## config.mk

```make
export PLATFORM = sky130hd
export DESIGN_NAME = spi_msg_master
export DESIGN_NICKNAME = d
export VERILOG_FILES = /design/src/rtl/spi_msg_pkg.sv /design/src/rtl/spi_msg_ctrl.sv /design/src/rtl/spi_msg_dp.sv /design/src/rtl/spi_msg_master.sv
export SDC_FILE = /design/constraint.sdc
export NUM_CORES = 1
export LEC_CHECK = 0
export BUFFER_PORTS_ARGS = -buffer_cell sky130_fd_sc_hd__buf_2
export CAP_MARGIN = 20
export CORE_MARGIN = 3
export CORE_UTILIZATION = 41
export DETAILED_ROUTE_END_ITERATION = 12
export GPL_TIMING_DRIVEN = 0
export HOLD_SLACK_MARGIN = 0.15
export PLACE_DENSITY = 0.56
export SYNTH_ARGS = -nofsm -noshare
export SYNTH_HDL_FRONTEND = slang
export SYNTH_SLANG_ARGS = --single-unit
```

## constraint.sdc

```tcl
create_clock -name clk -period 4.67 [get_ports clk]
set_clock_uncertainty 0.15 [all_clocks]
set_input_delay 0 -clock clk [delete_from_list [all_inputs] [get_ports clk]]
set_output_delay 0 -clock clk [all_outputs]
set_load 0.1 [all_outputs]
```

## src/rtl/spi_msg_pkg.sv

```systemverilog
package spi_msg_pkg;

  typedef enum logic [1:0] {
    MSG_DUPLEX = 2'd0,
    MSG_WRONLY = 2'd1,
    MSG_RDONLY = 2'd2,
    MSG_SPARE  = 2'd3
  } msgKind_t;

  // strobes from control to datapath
  typedef struct packed {
    logic load;      // reload transmit shifter
    logic loadData;  // reload from buffer (else zero)
    logic shift;     // advance transmit shifter
    logic sample;    // shift miso into receive shifter
    logic store;     // commit received byte
    logic clear;     // restart receive tail
  } dpCtl_t;

endpackage

```

## src/rtl/spi_msg_ctrl.sv

```systemverilog
module spi_msg_ctrl
  import spi_msg_pkg::*;
#(
  parameter int DEPTH  = 8,
  parameter int NUM_CS = 4,
  parameter int CNT_W  = 4,
  parameter int IDX_W  = 3
) (
  input  logic              clk,
  input  logic              rstN,
  input  logic              regWe,
  input  logic [2:0]        regIdx,
  input  logic [15:0]       wrData,
  input  logic [2:0]        rdIdx,
  output logic [15:0]       regRdData,
  input  logic [CNT_W-1:0]  rxTail,
  output dpCtl_t            dpCtl,
  output logic [IDX_W-1:0]  loadIdx,
  output logic              sclk,
  output logic [NUM_CS-1:0] csN,
  output logic              busy,
  output logic              doneStat,
  output logic              cpol,
  output logic              irq
);

  typedef enum logic [1:0] {ST_IDLE, ST_LEAD, ST_XFER, ST_TAIL} state_t;

  state_t             state;
  logic [2:0]         rateCode;
  logic               cpha, maskBit, sclkI;
  logic [7:0]         msgCount, prepL;
  msgKind_t           msgKind, kindL;
  logic [CNT_W-1:0]   totalL, byteIdx, cntEff;
  logic [NUM_CS-1:0]  selL;
  logic [6:0]         divCnt, halfLen;
  logic [3:0]         edgeCnt;
  logic [2:0]         effCode;
  logic               tick, cmdWr, startOk, startRun, startEmpty;
  logic               xferTick, leadEdge, lastEdge, lastByte;
  logic [3:0]         devId;
  logic               unusedBits;

  assign unusedBits = ^wrData[3:1];

  function automatic logic isWrite(msgKind_t k, logic [CNT_W-1:0] i, logic [7:0] p);
    return (k != MSG_RDONLY) || (8'(i) < p);
  endfunction

  function automatic logic isRead(msgKind_t k, logic [CNT_W-1:0] i, logic [7:0] p);
    return (k != MSG_WRONLY) && !((k == MSG_RDONLY) && (8'(i) < p));
  endfunction

  assign effCode    = (rateCode == 3'd7) ? 3'd6 : rateCode;
  assign halfLen    = 7'd1 << effCode;
  assign tick       = (divCnt == halfLen - 7'd1);
  assign devId      = wrData[7:4];
  assign cmdWr      = regWe && (regIdx == 3'd2) && wrData[0];
  assign startOk    = cmdWr && (state == ST_IDLE) && (int'(devId) < NUM_CS);
  assign cntEff     = (msgCount > 8'(DEPTH)) ? CNT_W'(DEPTH) : CNT_W'(msgCount);
  assign startRun   = startOk && (cntEff != '0);
  assign startEmpty = startOk && (cntEff == '0);
  assign xferTick   = (state == ST_XFER) && tick;
  assign leadEdge   = ~edgeCnt[0];
  assign lastEdge   = (edgeCnt == 4'd15);
  assign lastByte   = (byteIdx == totalL - 1'b1);

  always_comb begin
    dpCtl   = '0;
    loadIdx = '0;
    if (startRun) begin
      dpCtl.load     = 1'b1;
      dpCtl.clear    = 1'b1;
      dpCtl.loadData = isWrite(msgKind, '0, wrData[15:8]);
    end else if (xferTick) begin
      dpCtl.store = lastEdge && isRead(kindL, byteIdx, prepL);
      if (cpha) begin
        dpCtl.sample = !leadEdge;
        dpCtl.shift  = leadEdge && (edgeCnt != 4'd0);
        if (leadEdge && (edgeCnt == 4'd0)) begin
          dpCtl.load     = 1'b1;
          dpCtl.loadData = isWrite(kindL, byteIdx, prepL);
          loadIdx        = byteIdx[IDX_W-1:0];
        end
      end else begin
        dpCtl.sample = leadEdge;
        dpCtl.shift  = !leadEdge && !lastEdge;
        if (lastEdge && !lastByte) begin
          dpCtl.load     = 1'b1;
          dpCtl.loadData = isWrite(kindL, byteIdx + 1'b1, prepL);
          loadIdx        = IDX_W'(byteIdx + 1'b1);
        end
      end
    end
  end

  always_ff @(posedge clk or negedge rstN) begin
    if (!rstN) begin
      state    <= ST_IDLE;
      rateCode <= '0;
      cpol     <= 1'b0;
      cpha     <= 1'b0;
      msgCount <= '0;
      msgKind  <= MSG_DUPLEX;
      doneStat <= 1'b0;
      maskBit  <= 1'b0;
      kindL    <= MSG_DUPLEX;
      prepL    <= '0;
      totalL   <= '0;
      selL     <= '0;
      divCnt   <= '0;
      edgeCnt  <= '0;
      byteIdx  <= '0;
      sclkI    <= 1'b0;
    end else begin
      if (regWe) begin
        case (regIdx)
          3'd0: begin
            rateCode <= wrData[2:0];
            cpol     <= wrData[4];
            cpha     <= wrData[5];
          end
          3'd1: begin
            msgCount <= wrData[7:0];
            msgKind  <= msgKind_t'(wrData[9:8]);
          end
          3'd3: if (wrData[0]) doneStat <= 1'b0;
          3'd4: maskBit <= wrData[0];
          default: ;
        endcase
      end
      if (state != ST_IDLE) divCnt <= tick ? '0 : divCnt + 7'd1;
      case (state)
        ST_IDLE: begin
          if (startRun) begin
            state   <= ST_LEAD;
            kindL   <= msgKind;
            prepL   <= wrData[15:8];
            totalL  <= cntEff;
            selL    <= NUM_CS'(1) << devId;
            divCnt  <= '0;
            edgeCnt <= '0;
            byteIdx <= '0;
            sclkI   <= 1'b0;
          end else if (startEmpty) begin
            doneStat <= 1'b1;
          end
        end
        ST_LEAD: if (tick) state <= ST_XFER;
        ST_XFER: begin
          if (tick) begin
            sclkI   <= ~sclkI;
            edgeCnt <= edgeCnt + 4'd1;
            if (lastEdge) begin
              if (lastByte) state <= ST_TAIL;
              else byteIdx <= byteIdx + 1'b1;
            end
          end
        end
        ST_TAIL: begin
          if (tick) begin
            state    <= ST_IDLE;
            doneStat <= 1'b1;
          end
        end
        default: state <= ST_IDLE;
      endcase
    end
  end

  assign busy = (state != ST_IDLE);
  assign csN  = busy ? ~selL : '1;
  assign sclk = sclkI ^ cpol;
  assign irq  = doneStat & maskBit;

  always_comb begin
    case (rdIdx)
      3'd0:    regRdData = {10'd0, cpha, cpol, 1'b0, rateCode};
      3'd1:    regRdData = {6'd0, msgKind, msgCount};
      3'd3:    regRdData = {15'd0, doneStat};
      3'd4:    regRdData = {15'd0, maskBit};
      3'd5:    regRdData = {15'd0, busy};
      3'd6:    regRdData = 16'(rxTail);
      default: regRdData = '0;
    endcase
  end

endmodule

```

## src/rtl/spi_msg_dp.sv

```systemverilog
module spi_msg_dp
  import spi_msg_pkg::*;
#(
  parameter int DEPTH = 8,
  parameter int IDX_W = 3,
  parameter int CNT_W = 4
) (
  input  logic             clk,
  input  logic             rstN,
  input  dpCtl_t           dpCtl,
  input  logic [IDX_W-1:0] loadIdx,
  input  logic             bufWe,
  input  logic [IDX_W-1:0] bufIdx,
  input  logic [7:0]       wrByte,
  input  logic [IDX_W-1:0] rdIdx,
  output logic [7:0]       rdByte,
  input  logic             miso,
  output logic             mosi,
  output logic [CNT_W-1:0] rxTail
);

  logic [7:0] txMem [DEPTH];
  logic [7:0] rxMem [DEPTH];
  logic [7:0] txSh, rxSh, rxNext;

  assign rxNext = dpCtl.sample ? {rxSh[6:0], miso} : rxSh;

  always_ff @(posedge clk) begin
    if (bufWe && (int'(bufIdx) < DEPTH)) txMem[bufIdx] <= wrByte;
    if (dpCtl.store) rxMem[rxTail[IDX_W-1:0]] <= rxNext;
  end

  always_ff @(posedge clk or negedge rstN) begin
    if (!rstN) begin
      txSh   <= '0;
      rxSh   <= '0;
      rxTail <= '0;
    end else begin
      if (dpCtl.load) txSh <= dpCtl.loadData ? txMem[loadIdx] : 8'h00;
      else if (dpCtl.shift) txSh <= {txSh[6:0], 1'b0};
      rxSh <= rxNext;
      if (dpCtl.clear) rxTail <= '0;
      else if (dpCtl.store) rxTail <= rxTail + 1'b1;
    end
  end

  assign mosi   = txSh[7];
  assign rdByte = rxMem[rdIdx];

endmodule

```

## src/rtl/spi_msg_master.sv

```systemverilog
module spi_msg_master
  import spi_msg_pkg::*;
#(
  parameter int DEPTH    = 8,
  parameter int NUM_CS   = 4,
  localparam int IDX_W   = $clog2(DEPTH),
  localparam int CNT_W   = $clog2(DEPTH + 1),
  localparam int ADDR_W  = ((IDX_W > 3) ? IDX_W : 3) + 1
) (
  input  logic              clk,
  input  logic              rstN,
  input  logic              regWr,
  input  logic [ADDR_W-1:0] regAddr,
  input  logic [15:0]       regWrData,
  input  logic [ADDR_W-1:0] regRdAddr,
  output logic [15:0]       regRdData,
  output logic              sclk,
  output logic              mosi,
  input  logic              miso,
  output logic [NUM_CS-1:0] csN,
  output logic              irq
);

  dpCtl_t           dpCtl;
  logic [IDX_W-1:0] loadIdx;
  logic [CNT_W-1:0] rxTail;
  logic [15:0]      ctrlRd;
  logic [7:0]       bufRd;
  logic             busy, doneStat, cfgCpol;
  logic             wrBuf, rdBuf;

  assign wrBuf = regAddr[ADDR_W-1];
  assign rdBuf = regRdAddr[ADDR_W-1];

  spi_msg_ctrl #(.DEPTH(DEPTH), .NUM_CS(NUM_CS), .CNT_W(CNT_W), .IDX_W(IDX_W)) u_ctrl (
    .clk(clk), .rstN(rstN),
    .regWe(regWr && !wrBuf), .regIdx(regAddr[2:0]), .wrData(regWrData),
    .rdIdx(regRdAddr[2:0]), .regRdData(ctrlRd), .rxTail(rxTail),
    .dpCtl(dpCtl), .loadIdx(loadIdx), .sclk(sclk), .csN(csN),
    .busy(busy), .doneStat(doneStat), .cpol(cfgCpol), .irq(irq)
  );

  spi_msg_dp #(.DEPTH(DEPTH), .IDX_W(IDX_W), .CNT_W(CNT_W)) u_dp (
    .clk(clk), .rstN(rstN), .dpCtl(dpCtl), .loadIdx(loadIdx),
    .bufWe(regWr && wrBuf), .bufIdx(regAddr[IDX_W-1:0]), .wrByte(regWrData[7:0]),
    .rdIdx(regRdAddr[IDX_W-1:0]), .rdByte(bufRd),
    .miso(miso), .mosi(mosi), .rxTail(rxTail)
  );

  assign regRdData = rdBuf ? {8'd0, bufRd} : ctrlRd;

endmodule

```

==> reports/qor.tcl <==
set qor(worstPathMaxFanout) 8
set qor(ys_seq_elements) 201
set qor(cts_buffer_depth) 3
set qor(timing.setup.critical_path_class) {reg2reg}
set qor(power_per_cell_area_mw_per_mm2) 457
set qor(timing.critical_path.from_type) {flop}
set qor(finalHoldViolCount) 0
set qor(core_area_mm2) 0.0222
set qor(fraction_of_layout_instances_using_a_drive_strength_above_1_pct) 21.8
set qor(worst_hold_path.num_cells) 4
set qor(synth_edf_count) 128
set qor(critical_path_cell_count) 8
set qor(total_power_mw) 5.20
set qor(ys_top_cells_by_area) {edfxtp_1 (41%), dfrtp_1 (19%), mux4_2 (5.7%), mux2_2 (3.7%), nand2_1 (3.1%)}
set qor(post_drt_via_cell_ratio) 5.76
set qor(synth_most_common_cell) {edfxtp_1}
set qor(clkLatencyLatePin_ns) 0.51
set qor(path_cells) {or4_1 > nor2_1 > nor2_1 > a21oi_1 > nand4_1 > nor2_1 > nor4bb_2 > buf_4}
set qor(fillers) 1863
set qor(grt.overflow.total) 0
set qor(finalSetupViolCount) 0
set qor(placed_cells) 1063
set qor(synthesis.area_per_instance_um2) 13.0
set qor(period_share_pct) 88.8
set qor(groute.usage.overall_pct) 20.0
set qor(grt_antenna_before_repair) 0
set qor(cts_repair_resize_count) 0
set qor(cts_num_sinks) 201
set qor(final-instance-count-excl-fill) 1143
set qor(timing.critical_path.to_type) {flop}
set qor(reg2reg_depth) 8
set qor(cts-htree-levels) 1
set qor(sequential_share_of_the_synthesized_area_pct) 59.9
set qor(tns_ns) 0
set qor(drt_drc_violations_left) 0
set qor(first_pass_iters) 7
set qor(worst_hold_path_type) {in2reg}
set qor(via_count_of_the_first_global_routing_pass) 6703
set qor(grt_pass1_wl_um) 38500
set qor(chipHeight_um) 158
set qor(worst_case_vdd_ir_drop_uv) 303
set qor(final_antenna_net_count) 0
set qor(worst_setup_hold_path_clk_slew_ns) 0.06
set qor(post-synth-top-area-cell) {edfxtp_1}
set qor(insertedDiodeCount) 0
set qor(synthTopCellsByCount) {edfxtp_1 (128), nand2_1 (78), dfrtp_1 (73)}
set qor(die_w_um) 158
set qor(p_leak_nw) 4.41
set qor(worst_path_top_cell_family_by_delay) {simple AND/OR/NAND/NOR gates}
set qor(fmax_mhz) 241
set qor(placementRows) 54
set qor(drt_wl_cell_um) 21.1
set qor(synth.top_cell.area_share_pct) 40.6
set qor(placement.io_buffers) 40
set qor(rsz_0062_raised_after_global_routing) {false}
set qor(dr.first_iter.drc_count) 394
set qor(syn_area_mm2) 0.00946
set qor(worst-path-buf-inv) 1
set qor(quantity_of_hold_fixing_buffers_added_after_cts) 37
set qor(slew_headroom_pct) 30.6
set qor(worstReg2RegStart) {u_ctrl.rateCode[2]$_DFFE_PN0P_}
set qor(finalCriticalPeriod_ns) 4.15
set qor(timing.critical_path.slowest_cell_delay_ns) 0.81
set qor(initial_core_util_pct) 42.6
set qor(vias) 6581
set qor(crit_top_cell) {nor2_1}
set qor(netlist_instances) 729
set qor(critical-path-slowest-cell) {nor4bb_2}
set qor(arrival_ns) 4.21
set qor(ios) 51
set qor(cts_tree) {yes}
set qor(synth_async_sr_flop_share_pct) 36.3
set qor(outcome) {finished, final reports clean}
set qor(finalMaxSlewViolations) 0
set qor(crit_path_required_time_ns) 4.73
set qor(numCtsBuffers) 23
set qor(worst-slew-pin-transition_ns) 1.04
set qor(flow.area_growth_from_synthesis_pct) 20.5
set qor(timing.max_cap.violations) 0
set qor(synthesis.yosys.warnings) 0
set qor(die_area_mm2) 0.0249
set qor(clk_root_buffer_cell) {clkbuf_16}
set qor(final_estimated_routing_congestion_in_global_placement) 0.854
set qor(net_count_final) 890
set qor(post-dp-hpwl_um) 17100
set qor(totalWireLength_um) 24100
set qor(synthDistinctLibCells) 76
set qor(ys_flop_type) {edfxtp_1}
set qor(largest_net_degree_at_the_start_of_global_routing) 58
set qor(cts_setup_buffers) 0
set qor(timing.hold.worst.start) {regWrData[9]}
set qor(timing.critical_path.from) {u_ctrl.rateCode[2]$_DFFE_PN0P_}
[cells by family (layout without fill, tap and decap cells)]
logic type / after synthesis / in the layout / share of synthesized area, %
multiplexers: 63 / 63 / 10.2
flip-flops: 201 / 201 / 59.9
adder cells (fa/ha/maj): 16 / 16 / 2.12
XOR/XNOR: 18 / 18 / 1.82
buffers and inverters: 61 / 190 / 2.87
AO/OA/AOI/OAI: 143 / 143 / 10.8
other: 1 / 6 / 0.0396
AND/OR/NAND/NOR: 226 / 226 / 12.2
[stage by stage]
step | worst slack (ns) | util, % | instance area [µm²] | hold slack, ns
2_1_floorplan | 1.27 | - | 9480 | -0.446
3_3_place_gp | -0.156 | 45.1 | 10000 | 0.0580
3_5_place_dp | 0.641 | 45.8 | 10200 | -0.251
4_1_cts | 0.602 | 51.2 | 11400 | 0.153
5_1_grt | 0.348 | 51.3 | 11400 | 0.181
6_report | 0.522 | 51.3 | 11400 | 0.155
[worst paths after layout]
kind / end / slack [ns]
worst max register to register: u_dp.rxMem[4][2]$_DFFE_PP_ / 0.52
worst min register to register: u_ctrl.selL[0]$_DFFE_PN0P_ / 0.33
min in group asynchronous: u_ctrl.byteIdx[2]$_DFFE_PN0P_ / 0.56
worst min-delay path: u_ctrl.prepL[1]$_DFFE_PN0P_ / 0.15
max in group asynchronous: u_dp.rxSh[0]$_DFF_PN0_ / 3.45
worst max-delay path: u_dp.rxMem[4][2]$_DFFE_PP_ / 0.52
[routing by layer]
layer	global-route usage [%]	share of wire, %	wire length [µm]
met2	34.1	50	12000
met5	0	0	0
met3	2.87	4.9	1190
met4	5.58	2.4	573
met1	26.9	43	10400
[flip-flops by register name, indices dropped and copies added (netlist names), 2 cells and up]
signal	count
u_ctrl.byteIdx	4
u_ctrl.divCnt	7
u_ctrl.edgeCnt	4
u_ctrl.kindL	2
u_ctrl.msgCount	8
u_ctrl.msgKind	2
u_ctrl.prepL	8
u_ctrl.rateCode	3
u_ctrl.selL	4
u_ctrl.state	2
u_ctrl.totalL	4
u_dp.rxMem	64
u_dp.rxSh	8
u_dp.rxTail	4
u_dp.txMem	64
u_dp.txSh	8
[layout by cell type, fill, tap and decap left out, types with 7 or more instances in the layout]
cell           count
mux2i_1            8
a221oi_1           7
dlygate4sd3_1     37
a21oi_1           26
edfxtp_1         128
nand4_1            7
dfrtp_1           73
nor3_1            23
inv_1             18
mux2_2            31
nand2b_1           9
xor2_1             7
ha_1              16
buf_4             14
nand2_1           78
nand3_1           18
nor2_1            34
o211ai_1           7
buf_2             48
clkbuf_16         23
mux4_2            24
nand3b_1           9
xnor2_1           10
a31oi_1           10
o21ai_0           32
a32oi_1            8
clkbuf_1          27
a211oi_1           7
[area by class of cell]
class / count / area (µm²) / area share [%]
clock buffer: 24 / 579 / 5.08
buffer: 43 / 204 / 1.79
tap: 280 / 350 / 3.07
inverter: 18 / 67.6 / 0.593
multi-input combinational: 472 / 3600 / 31.6
timing repair buffer: 87 / 683 / 5.99
sequential: 201 / 5670 / 49.7
clock inverter: 18 / 245 / 2.15
[report_power, final]
part	switching, mW	leakage (nW)	total (mW)	internal [mW]
registers	0.151	2.20	2.20	2.04
clock network	0.728	0.397	1.92	1.19
logic	0.704	1.82	1.09	0.385
total	1.58	4.41	5.20	3.62
[tightest hold or removal path, cell delays in order]
cell	delay, ns
dlygate4sd3_1	0.52
buf_2	0.13
nand2_1	0.06
o21ai_0	0.07
No activity file was read; power rests on OpenSTA's default activity.
